File: src/rtl/mfp_pkg.sv
package mfp_pkg;
  localparam int NIB_W    = 4;
  localparam int NSUB     = 6;
  localparam int SEL_W    = 3;
  localparam int HALF_W   = 12;
  localparam int FLASH_AW = 2 * HALF_W;
  localparam int PAD_W    = NSUB * NIB_W;

  typedef struct packed {
    logic ld_hi;
    logic ld_lo;
    logic rd_hi;
    logic rd_lo;
  } xfer_t;
endpackage

File: src/rtl/mfp_nibble_file.sv
module mfp_nibble_file
  import mfp_pkg::*;
#(
  parameter int PTR_W = 21
) (
  input  logic                 clk,
  input  logic                 rst_n,
  input  logic [SEL_W-1:0]     cpu_sel,
  input  logic                 cpu_we,
  input  logic [NIB_W-1:0]     cpu_wdata,
  input  xfer_t                xfer,
  input  logic [HALF_W-1:0]    flash_hi,
  input  logic [HALF_W-1:0]    flash_lo,
  output logic [PTR_W-1:0]     ptr_q
);
  logic [PTR_W-1:0] wmask;
  logic [PTR_W-1:0] wval;
  logic [PTR_W-1:0] ptr_d;
  logic             ptr_en;
  logic             any_ld;
  logic             any_rd;

  assign any_ld = xfer.ld_hi | xfer.ld_lo;
  assign any_rd = xfer.rd_hi | xfer.rd_lo;

  for (genvar gi = 0; gi < PTR_W; gi++) begin : g_bit
    assign wmask[gi] = cpu_we && (cpu_sel == SEL_W'(gi / NIB_W));
    assign wval[gi]  = cpu_wdata[gi % NIB_W];
  end

  always_comb begin
    ptr_d  = ptr_q;
    ptr_en = 1'b0;
    if (xfer.rd_hi) begin
      ptr_d[HALF_W-1:0] = flash_hi;
      ptr_en            = 1'b1;
    end else if (xfer.rd_lo) begin
      ptr_d[HALF_W-1:0] = flash_lo;
      ptr_en            = 1'b1;
    end else if (!any_ld) begin
      ptr_d  = (ptr_q & ~wmask) | (wval & wmask);
      ptr_en = |wmask;
    end
  end

  always_ff @(posedge clk or negedge rst_n) begin
    if (!rst_n) begin
      ptr_q <= '0;
    end else if (ptr_en) begin
      ptr_q <= ptr_d;
    end
  end

  assert_wr_nibble0_R2: assert property (@(posedge clk) disable iff (!rst_n)
    (cpu_we && cpu_sel == '0 && !any_ld && !any_rd) |=> ptr_q[NIB_W-1:0] == $past(cpu_wdata));

  assert_rd_keeps_upper_R8: assert property (@(posedge clk) disable iff (!rst_n)
    any_rd |=> $stable(ptr_q[PTR_W-1:HALF_W]));

  assert_rd_hi_first_R11: assert property (@(posedge clk) disable iff (!rst_n)
    xfer.rd_hi |=> ptr_q[HALF_W-1:0] == $past(flash_hi));

  assert_ld_blocks_write_R10: assert property (@(posedge clk) disable iff (!rst_n)
    (any_ld && !any_rd) |=> $stable(ptr_q));
endmodule

File: src/rtl/mfp_flash_stage.sv
module mfp_flash_stage
  import mfp_pkg::*;
(
  input  logic                  clk,
  input  logic                  rst_n,
  input  logic [HALF_W-1:0]     ptr_lo,
  input  logic                  ld_hi,
  input  logic                  ld_lo,
  output logic [FLASH_AW-1:0]   flash_q
);
  logic [FLASH_AW-1:0] flash_d;
  logic                flash_en;

  always_comb begin
    flash_d  = flash_q;
    flash_en = ld_hi | ld_lo;
    if (ld_hi) flash_d[FLASH_AW-1:HALF_W] = ptr_lo;
    if (ld_lo) flash_d[HALF_W-1:0]        = ptr_lo;
  end

  always_ff @(posedge clk or negedge rst_n) begin
    if (!rst_n) begin
      flash_q <= '0;
    end else if (flash_en) begin
      flash_q <= flash_d;
    end
  end

  assert_ld_hi_R6: assert property (@(posedge clk) disable iff (!rst_n)
    ld_hi |=> flash_q[FLASH_AW-1:HALF_W] == $past(ptr_lo));

  assert_ld_lo_R7: assert property (@(posedge clk) disable iff (!rst_n)
    ld_lo |=> flash_q[HALF_W-1:0] == $past(ptr_lo));

  assert_hold_R6: assert property (@(posedge clk) disable iff (!rst_n)
    (!ld_hi && !ld_lo) |=> $stable(flash_q));
endmodule

File: src/rtl/mfp_read_mux.sv
module mfp_read_mux
  import mfp_pkg::*;
#(
  parameter int PTR_W = 21
) (
  input  logic [PTR_W-1:0]  ptr_q,
  input  logic [SEL_W-1:0]  cpu_sel,
  output logic [NIB_W-1:0]  cpu_rdata
);
  logic [PAD_W-1:0] padded;

  assign padded = PAD_W'(ptr_q);

  always_comb begin
    cpu_rdata = '0;
    for (int k = 0; k < NSUB; k++) begin
      if (cpu_sel == SEL_W'(k)) cpu_rdata = padded[k*NIB_W +: NIB_W];
    end
  end
endmodule

File: src/rtl/mfp_pointer_reg.sv
module mfp_pointer_reg
  import mfp_pkg::*;
#(
  parameter int PTR_W = 21
) (
  input  logic                clk,
  input  logic                rst_n,
  input  logic [2:0]          cpu_sel,
  input  logic                cpu_we,
  input  logic [3:0]          cpu_wdata,
  output logic [3:0]          cpu_rdata,
  input  logic                xfer_ld_hi,
  input  logic                xfer_ld_lo,
  input  logic                xfer_rd_hi,
  input  logic                xfer_rd_lo,
  output logic [23:0]         flash_addr,
  output logic [PTR_W-1:0]    ptr_value,
  output logic [11:0]         fld_step,
  output logic [7:0]          fld_env,
  output logic [5:0]          fld_mode_a,
  output logic [5:0]          fld_mode_b
);
  logic [1:0]          rst_sync_q;
  logic                rst_core_n;
  xfer_t               xfer;
  logic [PTR_W-1:0]    ptr_q;
  logic [FLASH_AW-1:0] flash_q;

  always_ff @(posedge clk or negedge rst_n) begin
    if (!rst_n) begin
      rst_sync_q <= 2'b00;
    end else begin
      rst_sync_q <= {rst_sync_q[0], 1'b1};
    end
  end
  assign rst_core_n = rst_sync_q[1];

  assign xfer = '{ld_hi: xfer_ld_hi, ld_lo: xfer_ld_lo,
                  rd_hi: xfer_rd_hi, rd_lo: xfer_rd_lo};

  mfp_nibble_file #(.PTR_W(PTR_W)) u_file (
    .clk       (clk),
    .rst_n     (rst_core_n),
    .cpu_sel   (cpu_sel),
    .cpu_we    (cpu_we),
    .cpu_wdata (cpu_wdata),
    .xfer      (xfer),
    .flash_hi  (flash_q[FLASH_AW-1:HALF_W]),
    .flash_lo  (flash_q[HALF_W-1:0]),
    .ptr_q     (ptr_q)
  );

  mfp_flash_stage u_flash (
    .clk     (clk),
    .rst_n   (rst_core_n),
    .ptr_lo  (ptr_q[HALF_W-1:0]),
    .ld_hi   (xfer_ld_hi),
    .ld_lo   (xfer_ld_lo),
    .flash_q (flash_q)
  );

  mfp_read_mux #(.PTR_W(PTR_W)) u_rmux (
    .ptr_q     (ptr_q),
    .cpu_sel   (cpu_sel),
    .cpu_rdata (cpu_rdata)
  );

  assign flash_addr = flash_q;
  assign ptr_value  = ptr_q;
  assign fld_step   = ptr_q[11:0];
  assign fld_env    = ptr_q[7:0];
  assign fld_mode_a = ptr_q[5:0];
  assign fld_mode_b = ptr_q[13:8];

  assert_sub5_pad_R3: assert property (@(posedge clk) disable iff (!rst_core_n)
    (cpu_sel == 3'd5) |-> cpu_rdata[3:1] == 3'b000);

  assert_step_field_R5: assert property (@(posedge clk) disable iff (!rst_core_n)
    fld_step == ptr_value[11:0]);
endmodule

File: config.mk
export PLATFORM = sky130hd
export DESIGN_NAME = mfp_pointer_reg
export DESIGN_NICKNAME = d
export VERILOG_FILES = /design/src/rtl/mfp_pkg.sv /design/src/rtl/mfp_nibble_file.sv /design/src/rtl/mfp_flash_stage.sv /design/src/rtl/mfp_read_mux.sv /design/src/rtl/mfp_pointer_reg.sv
export SDC_FILE = /design/constraint.sdc
export NUM_CORES = 1
export LEC_CHECK = 0
export BUFFER_PORTS_ARGS = -buffer_cell sky130_fd_sc_hd__clkbuf_2
export CAP_MARGIN = 25
export CORE_MARGIN = 2
export CORE_UTILIZATION = 38
export DETAILED_ROUTE_END_ITERATION = 16
export PLACE_DENSITY_LB_ADDON = 0.3
export SYNTH_ARGS = -nofsm -noshare
export SYNTH_HDL_FRONTEND = slang
export SYNTH_HIERARCHICAL = 1
export SYNTH_SLANG_ARGS = --single-unit
File: constraint.sdc
create_clock -name clk -period 1.6 [get_ports clk]
set_clock_uncertainty 0.15 [all_clocks]
set_input_delay 0.08 -clock clk [delete_from_list [all_inputs] [get_ports clk]]
set_output_delay 0.08 -clock clk [all_outputs]
set_load 0.03 [all_outputs]
==> results_dict.tcl, run 1 <==
set metrics [dict create \
    status "finished, violations left" \
    violations "setup timing" \
    start_util_pct 38.6 \
    gp_congestion 0.820 \
    n_antenna_cell 0 \
    num_vias 1989 \
    area_delta_synth_final_pct 30.6 \
    grt_usage_pct 18.7 \
    io_pins 95 \
    syn_nets 214 \
    syn_inst 200 \
    hpwl_mm 4.98 \
    cts_sinks 47 \
    numCtsBuffers 5 \
    drive_above_1_share_pct 63.5 \
    synth_xor_area_share_pct 0 \
    n_fill_cell 609 \
    rr_worst_depth 3 \
    avgSynthCellArea_sq_um 12.9 \
    synth_common_cells "dfrtp_1 (47), buf_4 (32), mux2_4 (24)" \
    relSlewSlack_pct 38.7 \
    placed_cell_area_sq_um 3090 \
    routed_wirelength_mm 6.78 \
    worst_pin_slew_ps 917 \
    antenna_found_initial 0 \
    crit_required_ps 1370 \
    wire_per_inst_um 17.8 \
    async_flop_share_pct 100 \
    synth_top_family_by_area "multiplexers" \
    synthAdderAreaFrac_pct 0 \
    grt_max_degree 29 \
    clock_path_buffers 2 \
    critPathArrivalTime_ps 1640 \
    drc 0 \
    crit_type "flip-flop to output pin" \
    power.density_nw_per_um2 977 \
    fin_crit_sh_pct 117 \
    setup_viol 1 \
    path_clk_slew_ps 90 \
    yosysTopAreaCellShare_pct 45.6 \
    core_area_sq_um 6680 \
    yosys_warnings 6 \
    place_ws_ps -130 \
    hold_viol_final 0 \
    p_leak_uw 0.00178 \
    max_freq_mhz 535 \
    io_buffers 94 \
    tns_ps -270 \
    grt_pass1_wl_mm 10.6 \
    setup_ws_ps -270 \
    rows 30 \
    cts_tree "yes" \
    insertion_delay_ps 300 \
    rsz0062_at_grt "true" \
    first_pass_iters 5 \
    die_area_sq_um 7470 \
    drtIter0Drc 134 \
    synth.most_common_cell "dfrtp_1" \
    fin_crit_ps 1870 \
    die_width_um 86.4 \
    ant_nets 0 \
    synth.area.mux_share_pct 25.4 \
    synth_ff_type "dfrtp_1" \
    yosysTopAreaCell "dfrtp_1" \
    die_y_um 86.4 \
    utilization_pct 50.5 \
    synth_enable_flop_cells 0 \
    max-cap-violations 0 \
    cts_max_level 2 \
    synth_seq_cells 47 \
    worst-path-max-fanout 2 \
    grt_pass1_vias 1939 \
    r2r_start "u_flash/flash_q[4]" \
    hold_path.class "flip-flop to asynchronous set/reset pin" \
    root_buffer "clkbuf_8" \
    r2r_setup_slack_ps 250 \
    grt-ovfl-total 0 \
    ys_seq_area_share_pct 45.6 \
    final_area_sq_um 3370 \
    endpoint_kind "output pin" \
    fin_hold_ws_ps 65.5 \
    synth_area_leaders "dfrtp_1 (46%), mux2_4 (14%), buf_4 (9.3%)" \
    ir_worst_vdd_v 0.000621 \
    synth_compound_area_share_pct 8.48 \
    drv_slew 0 \
    startpoint_type "flip-flop" \
    drt-vias-per-instance 5.22 \
    ys_types 32 \
    final_nets 314 \
    synth-simple-area-share_pct 7.13 \
    syn_area_sq_um 2580 \
]
layout by cell type, fill, tap and decap left out, types with 2 or more instances in the layout:
master / n
nand2b_1: 2
a22oi_1: 2
buf_4: 33
mux2_2: 10
mux2i_2: 2
mux2_4: 25
dfrtp_2: 7
clkbuf_8: 6
nor3b_1: 2
nor2_1: 2
o22ai_2: 3
a222oi_1: 11
inv_1: 11
nand3_1: 3
dfrtp_1: 40
o21a_1: 3
nor4bb_1: 5
or4b_4: 2
dlygate4sd3_1: 6
clkbuf_2: 90
o21ai_2: 2
nor2b_1: 2
mux2i_1: 12
timing repair:
action / in CTS / in global routing
gates resized for setup: 13 / 7
hold buffers: 6 / 0
endpoints found under the setup margin: 4 / 4
setup buffers: 5 / 1
pin swaps: 0 / 1
endpoints found under the hold margin: 11 / 0
where the power goes:
| group | total [uW] | leakage (uW) | internal (uW) | switching (uW) |
|---|---|---|---|---|
| Clock | 910 | 0.0000612 | 506 | 404 |
| Combinational | 982 | 0.00109 | 368 | 614 |
| Sequential | 1400 | 0.000632 | 1290 | 111 |
| Total | 3290 | 0.00178 | 2160 | 1130 |
logic make-up after synthesis:
group / Yosys count
flip-flops: 47
AO/OA/AOI/OAI: 25
other: 1
AND/OR/NAND/NOR: 24
buffers and inverters: 52
multiplexers: 51
layer usage:
layer / vias up / share of wire [%] / GRT usage, % / wire length (um)
met3: 10 / 5.9 / 3.33 / 397
met5: - / 0 / 0 / 0
met4: 0 / 2.3 / 7.53 / 156
met2: 93 / 47 / 27.7 / 3180
li1: 908 / - / - / -
met1: 978 / 45 / 27.1 / 3050
layout make-up:
type                       count  area (sq um)  area share [%]
clock inverter                 2          35.0            1.04
tap                           80           100            2.97
timing repair buffer         134           817            24.2
sequential                    47          1180            35.1
multi-input combinational    101          1110            33.0
inverter                      11          41.3            1.22
clock buffer                   6          82.6            2.45
critical path, cell delays in order, from the launching register on:
cell     delay [ps]
dfrtp_1         400
mux4_2          500
mux2_4          300
buf_8           140
stage by stage:
stage / total power, uW / cells
floorplan: 2120 / 200
global placement: 2340 / 361
detailed placement: 2360 / 361
CTS: 3310 / 380
global route: 3430 / 381
finish: 3290 / 381
worst max path at each step:
stage              endpoint  cells after the start
2_1_floorplan     flip-flop                      4
3_5_place_dp      flip-flop                      4
4_1_cts        cpu_rdata[0]                      3
5_1_grt        cpu_rdata[0]                      3
3_3_place_gp      flip-flop                      4
6_report       cpu_rdata[0]                      3
Note: power is estimated with default switching activity, not from simulation.
==> run 2: changes to the inputs <==
--- a/config.mk
+++ b/config.mk
@@ -9,8 +9,10 @@
 export CAP_MARGIN = 25
 export CORE_MARGIN = 2
 export CORE_UTILIZATION = 38
+export CTS_CLUSTER_SIZE = 40
 export DETAILED_ROUTE_END_ITERATION = 16
 export PLACE_DENSITY_LB_ADDON = 0.3
+export RECOVER_POWER = 50
 export SYNTH_ARGS = -nofsm -noshare
 export SYNTH_HDL_FRONTEND = slang
 export SYNTH_HIERARCHICAL = 1
==> run 2 against run 1 <==
  * Non-clock buffer count stayed put
  * Routed wire length is 0.10% lower
  * Largest power group unchanged
  * Sequential power hardly changed
  * Total power is 1.9% lower
  * Largest cell class unchanged
  * Global-route usage stayed put
  * Worst hold slack better by 56 ps
  * The flow still finishes with violations (setup timing)
  * Clock power is 0.8% lower
  * Count of clock-buffer cells in the layout stayed put
  * Highest routed layer unchanged
  * Fmax is 0.17% higher
  * Setup slack better by 3.2 ps
  * Core utilization is 1.6 points lower
==> results_dict.tcl, run 2 (synthesis results as in run 1) <==
set metrics [dict create \
    root_buffer "clkbuf_8" \
    die_y_um 86.4 \
    drt-vias-per-instance 5.23 \
    drc 0 \
    core_area_sq_um 6680 \
    status "finished, violations left" \
    grt_pass1_wl_mm 10.6 \
    r2r_start "rst_sync_q[1]" \
    p_int_uw 2110 \
    ir_worst_vdd_v 0.000616 \
    final_common_cell "clkbuf_2" \
    gp_congestion 0.820 \
    first_pass_iters 5 \
    setup_ws_ps -267 \
    startpoint_type "flip-flop" \
    grt_pass1_vias 1939 \
    cts_sinks 47 \
    power_switching_uw 1120 \
    crit_type "flip-flop to output pin" \
    insertion_delay_ps 300 \
    p_clk_share_pct 28.0 \
    cts_max_level 2 \
    path_clk_slew_ps 80 \
    grt-ovfl-total 0 \
    p_sw_share_pct 34.6 \
    hold_path.class "input port to flip-flop" \
    final_nets 314 \
    worst_path_largest_cell_delay_ps 500 \
    rr_worst_depth 1 \
    grt_usage_pct 18.7 \
    die_width_um 86.4 \
    io_buffers 94 \
    critPathArrivalTime_ps 1640 \
    relSlewSlack_pct 37.1 \
    final_cell_mix "clkbuf_2 (77), dfrtp_1 (42), buf_4 (24), clkbuf_1 (22), mux2_4 (13)" \
    max-cap-violations 0 \
    setup_viol 1 \
    endpoint_kind "output pin" \
    fin_crit_ps 1870 \
    drive_above_1_share_pct 51.5 \
    n_antenna_cell 0 \
    p_seq_share_pct 43.3 \
    start_util_pct 38.6 \
    hold_viol_final 0 \
    p_leak_uw 0.00168 \
    clock_path_buffers 2 \
    num_vias 1994 \
    power.density_nw_per_um2 990 \
    numCtsBuffers 5 \
    ant_nets 0 \
    grt_max_degree 29 \
    r2r_setup_slack_ps 180 \
    violations "setup timing" \
    cts_tree "yes" \
    io_pins 95 \
    area_delta_synth_final_pct 26.4 \
    fin_crit_sh_pct 117 \
    power.share.combinational_pct 28.8 \
    worstHoldStart "xfer_ld_hi" \
    drv_slew 0 \
    hpwl_mm 4.98 \
    rsz0062_at_grt "true" \
    crit_required_ps 1370 \
    critical_path.cell_chain "mux4_2 > mux2_4 > buf_8" \
    cpMaxStageDelayCell "mux4_2" \
    wire_per_inst_um 17.8 \
    rows 30 \
    worst_pin_slew_ps 942 \
    worst-path-max-fanout 2 \
    min_to "u_flash/flash_q[17]" \
    max_freq_mhz 536 \
    drtIter0Drc 143 \
    tns_ps -267 \
    whs_path_depth 3 \
    die_area_sq_um 7470 \
    routed_wirelength_mm 6.78 \
    finalPower_uw 3230 \
    antenna_found_initial 0 \
]
-- run 2: power groups by stage --
stage / clock network [uW] / logic, uW / registers (uW)
detailed placement: 0 / 923 / 1440
CTS: 923 / 980 / 1400
finish: 903 / 929 / 1400
global placement: 0 / 914 / 1430
global route: 969 / 984 / 1420
floorplan: 0 / 508 / 1620
-- run 2: worst max-delay path by stage --
stage                    to  slack (ps)  cells past startpoint
2_1_floorplan     flip-flop         -20                      4
5_1_grt        cpu_rdata[0]        -330                      3
3_3_place_gp      flip-flop         -80                      4
6_report       cpu_rdata[0]        -270                      3
4_1_cts        cpu_rdata[0]        -290                      3
3_5_place_dp      flip-flop        -130                      4
-- run 2: metal layers --
layer | vias to the layer above | share of wire (%) | GRT usage [%]
li1 | 909 | - | -
met1 | 989 | 45 | 27.1
met2 | 88 | 47 | 27.7
met3 | 8 | 5.7 | 3.33
met4 | 0 | 2.0 | 7.53
met5 | - | 0 | 0
-- run 2: critical path, delay by kind of cell, from the launching register on --
kind / cells / cell delay (ps)
buffers and inverters: 1 / 140
muxes: 2 / 800
DFF: 1 / 400
-- run 2: per-stage QoR --
step	setup WS, ps	util (%)	cell area, sq um	hold WS [ps]	instances
floorplan	-23.0	-	2620	-366	200
global placement	-84.5	46.3	3090	-283	361
detailed placement	-130	46.3	3090	-281	361
CTS	-286	50.1	3350	78.7	380
global route	-333	48.8	3260	126	381
finish	-267	48.8	3260	122	381
-- run 2: timing repair --
item,4_1_cts,5_1_grt
setup endpoints to repair,4,4
endpoints found under the hold margin,11,0
setup buffers,5,1
pin swaps,0,1
cloned,0,0
hold buffers,6,0
resized for setup,13,7
-- run 2: final cells by class --
cell class / count / area [sq um]
Sequential cell: 47 / 1180
Fill cell: 637 / 3420
Multi-Input combinational cell: 101 / 1070
Tap cell: 80 / 100
Clock buffer: 6 / 82.6
Timing Repair Buffer: 134 / 754
Clock inverter: 2 / 35.0
Inverter: 11 / 41.3
